[config.mk]
export PLATFORM = sky130hd
export DESIGN_NAME = pgw_walker
export DESIGN_NICKNAME = d
export VERILOG_FILES = /design/src/rtl/pgw_pkg.sv /design/src/rtl/pgw_canon_chk.sv /design/src/rtl/pgw_va_split.sv /design/src/rtl/pgw_entry_eval.sv /design/src/rtl/pgw_walker.sv
export SDC_FILE = /design/constraint.sdc
export NUM_CORES = 1
export LEC_CHECK = 0
export ABC_AREA = 1
export BUFFER_PORTS_ARGS = -buffer_cell sky130_fd_sc_hd__buf_2
export CAP_MARGIN = 20
export CORE_MARGIN = 8
export CORE_UTILIZATION = 50
export DETAILED_ROUTE_END_ITERATION = 6
export PLACE_DENSITY = 0.8
export SYNTH_ARGS = -nofsm -noshare
export SYNTH_HDL_FRONTEND = slang
export SYNTH_SLANG_ARGS = --single-unit
export TNS_END_PERCENT = 5
[constraint.sdc]
create_clock -name clk -period 1.8 [get_ports clk]
set_clock_uncertainty 0.1 [all_clocks]
set_input_delay 0.36 -clock clk [delete_from_list [all_inputs] [get_ports clk]]
set_output_delay 0.36 -clock clk [all_outputs]
set_load 0.02 [all_outputs]
[src/rtl/pgw_pkg.sv]
package pgw_pkg;

   typedef enum logic [1:0] {
      CAUSE_NONE     = 2'b00,
      CAUSE_NONCANON = 2'b01,
      CAUSE_ABSENT   = 2'b10,
      CAUSE_PERM     = 2'b11
   } pgw_cause_e;

   typedef enum logic [1:0] {
      ST_IDLE  = 2'd0,
      ST_FETCH = 2'd1,
      ST_MARK  = 2'd2
   } pgw_state_e;

   localparam int unsigned BIT_PRESENT  = 0;
   localparam int unsigned BIT_WRITE    = 1;
   localparam int unsigned BIT_USER     = 2;
   localparam int unsigned BIT_ACCESSED = 5;
   localparam int unsigned BIT_DIRTY    = 6;

endpackage

[src/rtl/pgw_canon_chk.sv]
module pgw_canon_chk #(
   parameter int unsigned VA_W       = 64,
   parameter int unsigned WALK_W     = 48,
   parameter bit          CANON_CHECK = 1'b1
) (
   input  logic [VA_W-1:0] vaddr,
   output logic            canonical
);
   localparam int unsigned EXT_W = VA_W - WALK_W + 1;

   initial begin
      assert (WALK_W >= 2 && WALK_W <= VA_W)
         else $error("pgw_canon_chk: WALK_W out of range");
   end

   logic [EXT_W-1:0] ext_bits;
   assign ext_bits = vaddr[VA_W-1:WALK_W-1];

   generate
      if (CANON_CHECK) begin : g_check
         assign canonical = (&ext_bits) | ~(|ext_bits);
      end else begin : g_pass
         logic unused_ext;
         assign unused_ext = ^ext_bits;
         assign canonical  = 1'b1;
      end
   endgenerate

endmodule

[src/rtl/pgw_va_split.sv]
module pgw_va_split #(
   parameter int unsigned IDX_W  = 9,
   parameter int unsigned OFF_W  = 12,
   parameter int unsigned LEVELS = 4,
   localparam int unsigned WALK_W = OFF_W + LEVELS * IDX_W
) (
   input  logic [WALK_W-1:0]       vaddr,
   output logic [LEVELS*IDX_W-1:0] idx_flat,
   output logic [OFF_W-1:0]        offset
);
   initial begin
      assert (LEVELS >= 2) else $error("pgw_va_split: need two or more levels");
      assert (IDX_W >= 1)  else $error("pgw_va_split: IDX_W must be positive");
   end

   assign offset = vaddr[OFF_W-1:0];

   generate
      for (genvar lv = 0; lv < LEVELS; lv++) begin : g_level
         assign idx_flat[lv*IDX_W +: IDX_W] = vaddr[OFF_W + lv*IDX_W +: IDX_W];
      end
   endgenerate

endmodule

[src/rtl/pgw_entry_eval.sv]
module pgw_entry_eval
   import pgw_pkg::*;
#(
   parameter int unsigned ENTRY_W   = 64,
   parameter int unsigned PA_W      = 52,
   parameter int unsigned OFF_W     = 12,
   parameter bit          AD_UPDATE = 1'b1,
   localparam int unsigned PPN_W    = PA_W - OFF_W
) (
   input  logic [ENTRY_W-1:0] entry,
   input  logic               last_level,
   input  logic               acc_write,
   input  logic               acc_user,
   input  logic               w_chain_in,
   input  logic               u_chain_in,
   output logic               present,
   output logic               perm_ok,
   output logic               w_chain_out,
   output logic               u_chain_out,
   output logic               need_wb,
   output logic [ENTRY_W-1:0] entry_wb,
   output logic [PPN_W-1:0]   frame
);
   initial begin
      assert (PA_W <= ENTRY_W && PA_W > OFF_W)
         else $error("pgw_entry_eval: PA_W must fit the entry and exceed OFF_W");
      assert (BIT_DIRTY < OFF_W)
         else $error("pgw_entry_eval: flag bits must sit below the frame field");
   end

   assign present     = entry[BIT_PRESENT];
   assign w_chain_out = w_chain_in & entry[BIT_WRITE];
   assign u_chain_out = u_chain_in & entry[BIT_USER];
   assign perm_ok     = (~acc_write | w_chain_out) & (~acc_user | u_chain_out);
   assign frame       = entry[PA_W-1:OFF_W];

   generate
      if (AD_UPDATE) begin : g_mark
         logic set_acc;
         logic set_dirty;
         logic [ENTRY_W-1:0] or_mask;
         always_comb begin
            set_acc   = ~entry[BIT_ACCESSED];
            set_dirty = last_level & acc_write & ~entry[BIT_DIRTY];
            or_mask   = '0;
            or_mask[BIT_ACCESSED] = 1'b1;
            or_mask[BIT_DIRTY]    = last_level & acc_write;
         end
         assign need_wb  = set_acc | set_dirty;
         assign entry_wb = entry | or_mask;
      end else begin : g_nomark
         logic unused_mark;
         assign unused_mark = last_level;
         assign need_wb     = 1'b0;
         assign entry_wb    = entry;
      end
   endgenerate

endmodule

[src/rtl/pgw_walker.sv]
module pgw_walker
   import pgw_pkg::*;
#(
   parameter int unsigned VA_W        = 64,
   parameter int unsigned PA_W        = 52,
   parameter int unsigned ENTRY_W     = 64,
   parameter int unsigned IDX_W       = 9,
   parameter int unsigned OFF_W       = 12,
   parameter int unsigned LEVELS      = 4,
   parameter bit          AD_UPDATE   = 1'b1,
   parameter bit          CANON_CHECK = 1'b1,
   localparam int unsigned PPN_W      = PA_W - OFF_W,
   localparam int unsigned WALK_W     = OFF_W + LEVELS * IDX_W,
   localparam int unsigned LVL_W      = (LEVELS > 1) ? $clog2(LEVELS) : 1,
   localparam int unsigned ENT_SHIFT  = $clog2(ENTRY_W / 8)
) (
   input  logic               clk,
   input  logic               rst_n,
   input  logic               req_valid,
   input  logic [VA_W-1:0]    req_vaddr,
   input  logic               req_write,
   input  logic               req_user,
   input  logic [PPN_W-1:0]   root_ppn,
   output logic               busy,
   output logic               done,
   output logic               fault,
   output logic [1:0]         fault_cause,
   output logic [PA_W-1:0]    pa_out,
   output logic               mem_rd_req,
   output logic               mem_wr_req,
   output logic [PA_W-1:0]    mem_addr,
   output logic [ENTRY_W-1:0] mem_wdata,
   input  logic               mem_ack,
   input  logic [ENTRY_W-1:0] mem_rdata
);
   localparam logic [LVL_W-1:0] TOP_LVL = LVL_W'(LEVELS - 1);

   initial begin
      assert (WALK_W < VA_W)
         else $error("pgw_walker: walked bits must leave a sign-extension field");
      assert (IDX_W + ENT_SHIFT <= OFF_W)
         else $error("pgw_walker: a table must fit in one page");
      assert (ENTRY_W % 8 == 0)
         else $error("pgw_walker: entries are whole bytes");
   end

   // walk state
   pgw_state_e         state_q;
   logic [LVL_W-1:0]   lvl_q;
   logic [PPN_W-1:0]   table_q;
   logic [WALK_W-1:0]  va_q;
   logic               wr_q;
   logic               us_q;
   logic               w_ok_q;
   logic               u_ok_q;
   logic [ENTRY_W-1:0] wb_q;
   logic               done_q;
   logic               fault_q;
   pgw_cause_e         cause_q;
   logic [PA_W-1:0]    pa_q;

   // helpers
   logic                    req_canon;
   logic [LEVELS*IDX_W-1:0] idx_flat;
   logic [OFF_W-1:0]        va_off;
   logic [IDX_W-1:0]        idx_cur;

   logic               ent_present;
   logic               ent_perm_ok;
   logic               ent_w_chain;
   logic               ent_u_chain;
   logic               ent_need_wb;
   logic [ENTRY_W-1:0] ent_wb;
   logic [PPN_W-1:0]   ent_frame;

   logic               fetch_ok;
   logic               step;
   logic [PPN_W-1:0]   step_frame;

   pgw_canon_chk #(
      .VA_W        (VA_W),
      .WALK_W      (WALK_W),
      .CANON_CHECK (CANON_CHECK)
   ) u_canon (
      .vaddr     (req_vaddr),
      .canonical (req_canon)
   );

   pgw_va_split #(
      .IDX_W  (IDX_W),
      .OFF_W  (OFF_W),
      .LEVELS (LEVELS)
   ) u_split (
      .vaddr    (va_q),
      .idx_flat (idx_flat),
      .offset   (va_off)
   );

   pgw_entry_eval #(
      .ENTRY_W   (ENTRY_W),
      .PA_W      (PA_W),
      .OFF_W     (OFF_W),
      .AD_UPDATE (AD_UPDATE)
   ) u_eval (
      .entry       (mem_rdata),
      .last_level  (lvl_q == '0),
      .acc_write   (wr_q),
      .acc_user    (us_q),
      .w_chain_in  (w_ok_q),
      .u_chain_in  (u_ok_q),
      .present     (ent_present),
      .perm_ok     (ent_perm_ok),
      .w_chain_out (ent_w_chain),
      .u_chain_out (ent_u_chain),
      .need_wb     (ent_need_wb),
      .entry_wb    (ent_wb),
      .frame       (ent_frame)
   );

   assign idx_cur = idx_flat[lvl_q*IDX_W +: IDX_W];

   // one transaction at a time; address derives from the current table and level
   assign mem_rd_req = (state_q == ST_FETCH);
   assign mem_wr_req = (state_q == ST_MARK);
   assign mem_addr   = (PA_W'(table_q) << OFF_W) | (PA_W'(idx_cur) << ENT_SHIFT);
   assign mem_wdata  = wb_q;

   assign fetch_ok = (state_q == ST_FETCH) & mem_ack & ent_present & ent_perm_ok;

   // advance to the next level (or finish) after a clean fetch or a finished write-back
   assign step       = (fetch_ok & ~ent_need_wb) | ((state_q == ST_MARK) & mem_ack);
   assign step_frame = (state_q == ST_MARK) ? wb_q[PA_W-1:OFF_W] : ent_frame;

   always_ff @(posedge clk or negedge rst_n) begin
      if (!rst_n) begin
         state_q <= ST_IDLE;
         lvl_q   <= '0;
         table_q <= '0;
         va_q    <= '0;
         wr_q    <= 1'b0;
         us_q    <= 1'b0;
         w_ok_q  <= 1'b0;
         u_ok_q  <= 1'b0;
         wb_q    <= '0;
         done_q  <= 1'b0;
         fault_q <= 1'b0;
         cause_q <= CAUSE_NONE;
         pa_q    <= '0;
      end else begin
         done_q  <= 1'b0;
         fault_q <= 1'b0;
         unique case (state_q)
            ST_IDLE: begin
               if (req_valid) begin
                  if (!req_canon) begin
                     fault_q <= 1'b1;
                     cause_q <= CAUSE_NONCANON;
                  end else begin
                     state_q <= ST_FETCH;
                     lvl_q   <= TOP_LVL;
                     table_q <= root_ppn;
                     va_q    <= req_vaddr[WALK_W-1:0];
                     wr_q    <= req_write;
                     us_q    <= req_user;
                     w_ok_q  <= 1'b1;
                     u_ok_q  <= 1'b1;
                     cause_q <= CAUSE_NONE;
                  end
               end
            end
            ST_FETCH: begin
               if (mem_ack) begin
                  if (!ent_present) begin
                     state_q <= ST_IDLE;
                     fault_q <= 1'b1;
                     cause_q <= CAUSE_ABSENT;
                  end else if (!ent_perm_ok) begin
                     state_q <= ST_IDLE;
                     fault_q <= 1'b1;
                     cause_q <= CAUSE_PERM;
                  end else begin
                     w_ok_q <= ent_w_chain;
                     u_ok_q <= ent_u_chain;
                     wb_q   <= ent_wb;
                     if (ent_need_wb) begin
                        state_q <= ST_MARK;
                     end
                  end
               end
            end
            ST_MARK: begin
               // completion handled by the step logic below
            end
            default: state_q <= ST_IDLE;
         endcase

         if (step) begin
            if (lvl_q == '0) begin
               state_q <= ST_IDLE;
               pa_q    <= {step_frame, va_off};
               done_q  <= 1'b1;
            end else begin
               state_q <= ST_FETCH;
               lvl_q   <= lvl_q - 1'b1;
               table_q <= step_frame;
            end
         end
      end
   end

   assign busy        = (state_q != ST_IDLE);
   assign done        = done_q;
   assign fault       = fault_q;
   assign fault_cause = cause_q;
   assign pa_out      = pa_q;

endmodule

==> out/summary.txt, run 1 <==
Status - complete, but fails checks
Failing checks - negative setup slack
CTS max path bufs - 3
Die height - 157 um
Post-synthesis sequential area ratio - 0.546
Utilization after layout - 0.728
Critical path launch point type - flip-flop
Reg2Reg Launch Point - lvl_q[0]
WHS Path Cells - 3
Placeable Area - 0.0195 mm^2
Reg-to-reg endpoint - pa_out[0]
Top cells by area, synth - dfrtp_1, nand2_1, o21ai_0, nand3_1, inv_1
Top-level port count - 349
Max-slew headroom - 0.630
Tmin final - 2100 ps
NumNets Final - 1826
Vias per cell - 5.29
Antenna violations before repair - 4
R2R cell count - 11
PwrDens - 1440 mW/mm^2
Synthesized instance count - 1211
Register bit total from synthesis - 216
Dpl cells - 1794
Wirelength per Cell - 18.2 um
Routed vias - 10.3k
EDFF count, synth - 0
Worst vdd ir - 1.01 mV
Non-filler cells, final - 1937
Critical Path End Type - primary output
Fin worst setup slack - -301 ps
Yosys Warn Count - 0
Top_reg_cell synth - dfrtp_1
First-pass GRT wire length - 55.2 mm
Max_cap viols - 0
Largest net degree at the start of global routing - 65
Pwr Total - 20.4 mW
CTS Root Cell - clkbuf_16
Layout cell share with drive strength beyond 1 - 0.302
Most frequent cells after synthesis - nand2_1, dfrtp_1, o21ai_0
Post-synthesis mux area share - 0
Share of Yosys cell area claimed by the top area cell type - 0.546
Number of cell rows - 51
Setup CP Type - flip-flop to primary output
Routed WL - 35.2 mm
Die X-Extent - 157 um
Synth Area in Simple Gates - 0.253
Largest family of logic cells by synthesized area - simple AND/OR/NAND/NOR gates
Worst Path Max Fanout - 11
Non-Filler Cell Area, Final - 0.0142 mm^2
GRT Residual Overflow - 0
Port bufs - 345
Setup slack at placement - -83.7 ps
DR pass1 iterations - 6
Final Hold Viols - 0
Vias in the first global route - 10.4k
DRC viols - 0
Worst Max-Slew Pin Slew - 550 ps
Compound-Gate Fraction of Synth Area - 0.112
Initial core utilization - 0.509
Hold Path End - va_q[6]
GPL Wtd Cong - 0.868
Worst EP required - 1340 ps
Sum Neg Setup Slack - -3210 ps
Filler instances - 1382
Critical path arrival - 1640 ps
Unique masters post-synth - 29
R2r setup slk - -70 ps
Cell Area, Synth - 0.00991 mm^2
Slew Viols, Final - 0
Hpwl dp - 23.1 mm
Tcrit/Tclk final - 1.17
CTS tree - yes
Fmax - 476 MHz
Asr flop ratio synth - 1.00
Cell Area, Placed - 0.0122 mm^2
Detailed Route Iter0 Violations - 830
Yosys top cell by area - dfrtp_1
Hold WS - 6.87 ps
Worst hold start - req_vaddr[6]
Worst-path clk slew - 60 ps
Num Clock Sinks - 216
Adder-Cell Fraction of Synth Area - 0
RSZ-0062 raised after global routing - true
# H-tree levels - 1
Synthesized area per cell - 8.18 um^2
Clock Latency Late Sink - 500 ps
Area grow syn2layout - 42.9%
DIE AREA - 0.0246 mm^2
Hold WC Path Type - input port to flip-flop
CTS Buf Count - 24
Leak Pwr - 7.72 nW
Most common cell in the netlist - nand2_1
ANT nets after route - 0
Total track usage - 0.282
Setup violations, final - 36
Synth Area in XOR/XNOR - 0
[critical path: stages, from the launching register on]
cell,delay [ps]
dfrtp_1,430
buf_6,190
o21ai_1,100
o22ai_2,250
buf_6,160
[report_power, final]
part	leakage, nW	internal [mW]	switching (mW)	total, mW
Sequential	2.81	6.21	0.785	7.00
Combinational	4.54	3.04	5.64	8.68
Clock	0.372	2.76	1.94	4.70
Total	7.72	12.0	8.37	20.4
[registers in the layout, indices dropped and copies added (netlist names)]
signal / cells
fault: 1
us_q: 1
u_ok_q: 1
va_q: 48
wr_q: 1
lvl_q: 2
done: 1
table_q: 40
w_ok_q: 1
state_q: 2
pa_out: 52
mem_wdata: 64
fault_cause: 2
[logic make-up (layout without fill, tap and decap cells)]
kind of cell	Yosys count	after routing
AOI/OAI and AO/OA	195	195
buffers and inverters	198	653
and+or+nand+nor	601	601
other	1	7
DFF	216	216
[cell type report]
cell class	instances	area, um^2	share of cell area
tap	265	332	0.0234
sequential	216	5410	0.382
clock buffer	34	679	0.0480
multi-input combinational	799	3770	0.266
antenna	4	10.0	0.000707
clock inverter	8	65.1	0.00459
inverter	120	459	0.0324
timing repair buffer	491	3440	0.243
[layer usage]
| metal | wire length, um | track usage | up-vias |
|---|---|---|---|
| li1 | - | - | 4720 |
| met1 | 13000 | 0.339 | 4805 |
| met2 | 17200 | 0.471 | 600 |
| met3 | 3250 | 0.0593 | 127 |
| met4 | 1810 | 0.148 | 0 |
| met5 | 0 | 0 | - |
[layout by cell type (no fill, tap or decap), types with 28 or more instances in the layout]
cell type and instances:
nor2_1 33, nand2_1 409, dfrtp_1 214, o21ai_2 36, buf_4 28, o21ai_0 117, nand3_1 130, buf_2 334
inv_1 114, dlygate4sd3_1 93
[timing repair]
action	CTS	global route
cloned	2	0
resized for setup	42	28
pin swaps	6	4
hold endpoints to repair	137	0
hold buffers	93	0
setup endpoints to repair	28	110
buffers inserted	1	1
[worst max path at each step]
stage                  from            to  slack, ps  cells after the start
6_report           lvl_q[1]  mem_addr[10]       -300                      4
5_1_grt            lvl_q[1]  mem_addr[10]       -350                      4
4_1_cts            lvl_q[0]   mem_addr[4]       -310                      5
3_5_place_dp   mem_rdata[2]   table_q[21]        -80                     11
3_3_place_gp   mem_rdata[2]   table_q[21]        -50                     11
2_1_floorplan      lvl_q[0]  mem_addr[10]         10                      5
No activity file was read; power rests on OpenSTA's default activity.
==> inputs of run 2 (changes only) <==
--- a/config.mk
+++ b/config.mk
@@ -12,6 +12,7 @@
 export CORE_UTILIZATION = 50
 export DETAILED_ROUTE_END_ITERATION = 6
 export PLACE_DENSITY = 0.8
+export SKIP_LAST_GASP = 1
 export SYNTH_ARGS = -nofsm -noshare
 export SYNTH_HDL_FRONTEND = slang
 export SYNTH_SLANG_ARGS = --single-unit
==> run 2 against run 1 <==
  * The run still ends with negative setup slack left
  * Final area shrank 0.49%
  * Worst setup slack lost 2.5 ps
  * Routed wire length is essentially flat
  * Hold slack lost 1.1 ps
  * Combinational power shrank 1%
  * Fmax shrank 0.12%
  * Flip-flop and latch count is the same
  * Via count shrank 0.24%
  * Die area is the same
  * Sequential power is essentially flat
  * Total power shrank 0.51%
==> out/summary.txt, run 2 (synthesis results as in run 1) <==
Status - complete, but fails checks (unchanged)
Failing checks - negative setup slack (unchanged)
Most frequent cells in the layout - nand2_1, buf_2, dfrtp_1 (unchanged)
Vias per cell - 5.28 (was 5.29)
Setup violations, final - 54 (was 36)
Hpwl dp - 23.1 mm (unchanged)
Vias in the first global route - 10.3k (was 10.4k)
Cell family with most CP delay - flip-flops (unchanged)
Routed WL - 35.2 mm (about the same)
Hold WS - 5.80 ps (was 6.87 ps)
Reg2Reg Launch Point - lvl_q[0] (unchanged)
Die X-Extent - 157 um (unchanged)
Leak Pwr - 7.73 nW (was 7.72 nW)
Max_cap viols - 0 (unchanged)
Fmax - 475 MHz (was 476 MHz)
Largest net degree at the start of global routing - 65 (unchanged)
Sw power - 8.32 mW (was 8.37 mW)
Worst EP required - 1340 ps (about the same)
Non-filler cells, final - 1937 (unchanged)
Max-slew headroom - 0.627 (was 0.630)
Antenna violations before repair - 4 (unchanged)
Tcrit/Tclk final - 1.17 (about the same)
Setup crit end - mem_addr[10] (unchanged)
Setup slack at placement - -83.7 ps (unchanged)
DIE AREA - 0.0246 mm^2 (unchanged)
Die height - 157 um (unchanged)
Number of cell rows - 51 (unchanged)
CTS max path bufs - 3 (unchanged)
First-pass GRT wire length - 55.0 mm (was 55.2 mm)
Detailed Route Iter0 Violations - 799 (was 830)
GRT Residual Overflow - 0 (unchanged)
NumNets Final - 1826 (unchanged)
ANT nets after route - 0 (unchanged)
R2r setup slk - -100 ps (was -70 ps)
Total track usage - 0.281 (was 0.282)
Initial core utilization - 0.509 (unchanged)
Most common cell after layout, fill and taps aside - nand2_1 (unchanged)
Layout cell share with drive strength beyond 1 - 0.299 (was 0.302)
Slew Viols, Final - 0 (unchanged)
Final Hold Viols - 0 (unchanged)
Worst vdd ir - 0.998 mV (was 1.01 mV)
Area grow syn2layout - 42.2% (was 42.9%)
Tmin final - 2100 ps (about the same)
CTS tree - yes (unchanged)
Clock Latency Late Sink - 500 ps (about the same)
Worst Path Max Fanout - 11 (unchanged)
Port bufs - 345 (unchanged)
Critical path launch point type - flip-flop (unchanged)
Critical Path End Type - primary output (unchanged)
WHS Path Cells - 3 (unchanged)
Wirelength per Cell - 18.2 um (about the same)
Routed vias - 10.2k (was 10.3k)
CTS Buf Count - 24 (unchanged)
DR pass1 iterations - 6 (unchanged)
Pwr Total - 20.3 mW (was 20.4 mW)
GPL Wtd Cong - 0.868 (unchanged)
R2R cell count - 11 (unchanged)
Switch share - 0.410 (about the same)
Worst-path clk slew - 60 ps (about the same)
Worst path depth - 4 (unchanged)
Fin worst setup slack - -303 ps (was -301 ps)
Setup CP Type - flip-flop to primary output (unchanged)
Crit-path cells - buf_6 -> o21ai_1 -> o22ai_2 -> buf_6 (unchanged)
RSZ-0062 raised after global routing - true (unchanged)
CP bufs+invs - 2 (unchanged)
Non-Filler Cell Area, Final - 0.0141 mm^2 (was 0.0142 mm^2)
Top-level port count - 349 (unchanged)
Max FFs per register - 64 (unchanged)
Placeable Area - 0.0195 mm^2 (unchanged)
Internal - 12.0 mW (about the same)
Num Clock Sinks - 216 (unchanged)
Hold WC Path Type - input port to flip-flop (unchanged)
# H-tree levels - 1 (unchanged)
Critical Path Source - lvl_q[1] (unchanged)
Slowest CP cell - dfrtp_1 (unchanged)
Part of the power in registers - 0.345 (was 0.343)
CP dominant cell by count - buf_6 (unchanged)
DRC viols - 0 (unchanged)
Worst Max-Slew Pin Slew - 554 ps (was 550 ps)
Filler instances - 1395 (was 1382)
CP peak stage delay - 440 ps (was 430 ps)
Clock Power Share - 0.232 (was 0.231)
Critical path arrival - 1640 ps (about the same)
Comb power frac - 0.423 (was 0.426)
Cell Area, Placed - 0.0122 mm^2 (unchanged)
Dpl cells - 1794 (unchanged)
PwrDens - 1440 mW/mm^2 (about the same)
CTS Root Cell - clkbuf_16 (unchanged)
Reg-to-reg endpoint - table_q[30] (was pa_out[0])
## run 2: cell count changes in the layout (fill, tap and decap cells not counted), sizes merged
cell,previous run,this run
clkinvlp,1,0
inv,119,120
## run 2: per-layer routing
metal  global-route usage  wire length, um  part of all wire  vias up
met5                    0                0                 0        -
li1                     -                -                 -     4714
met4                0.142             1810             0.052        0
met1                0.334            12800              0.36     4820
met3               0.0621             3250             0.092      124
met2                0.472            17400              0.49      569
## run 2: how the worst min path moves through the flow
stage / startpoint / endpoint / slack, ps
global route: req_vaddr[14] / va_q[14] / 10
finish: req_vaddr[6] / va_q[6] / 6
global placement: rst_n / pa_out[28] / 230
CTS: req_vaddr[6] / va_q[6] / 0.3
floorplan: rst_n / done / -40
detailed placement: rst_n / pa_out[28] / 240
## run 2: timing repair
action,CTS,global route
gates resized for setup,27,25
hold buffers,93,0
buffers inserted,1,1
setup endpoints to repair,28,110
gates cloned,2,0
pin swaps,4,6
endpoints found under the hold margin,137,0
## run 2: cell type report
| cell class | instances | area (um^2) | share of cell area |
|---|---|---|---|
| antenna | 4 | 10.0 | 0.000710 |
| timing repair buffer | 491 | 3410 | 0.242 |
| tap | 265 | 332 | 0.0235 |
| sequential | 216 | 5410 | 0.384 |
| clock buffer | 34 | 679 | 0.0482 |
| multi-input combinational | 799 | 3730 | 0.265 |
| inverter | 120 | 455 | 0.0323 |
| clock inverter | 8 | 65.1 | 0.00462 |
## run 2: power by group through the flow
stage	registers, mW	clock network, mW	logic, mW
after floorplan	8.55	0	3.08
after global placement	6.97	0	7.72
after detailed placement	6.99	0	7.89
after CTS	6.94	4.75	8.35
after global routing	7.16	4.95	9.37
final	6.99	4.70	8.58
## run 2: tightest hold or removal path: cells and delay by family
kind	cells	cell delay [ps]
AND/OR/NAND/NOR	2	130
buffers and inverters	1	80
## run 2: per-stage QoR
| step | TNS [ps] | utilization |
|---|---|---|
| after detailed placement | -1900 | 0.628 |
| after floorplan | 0 | - |
| after global routing | -16850 | 0.724 |
| final | -3890 | 0.724 |
| after global placement | -555 | 0.628 |
| after CTS | -3350 | 0.719 |
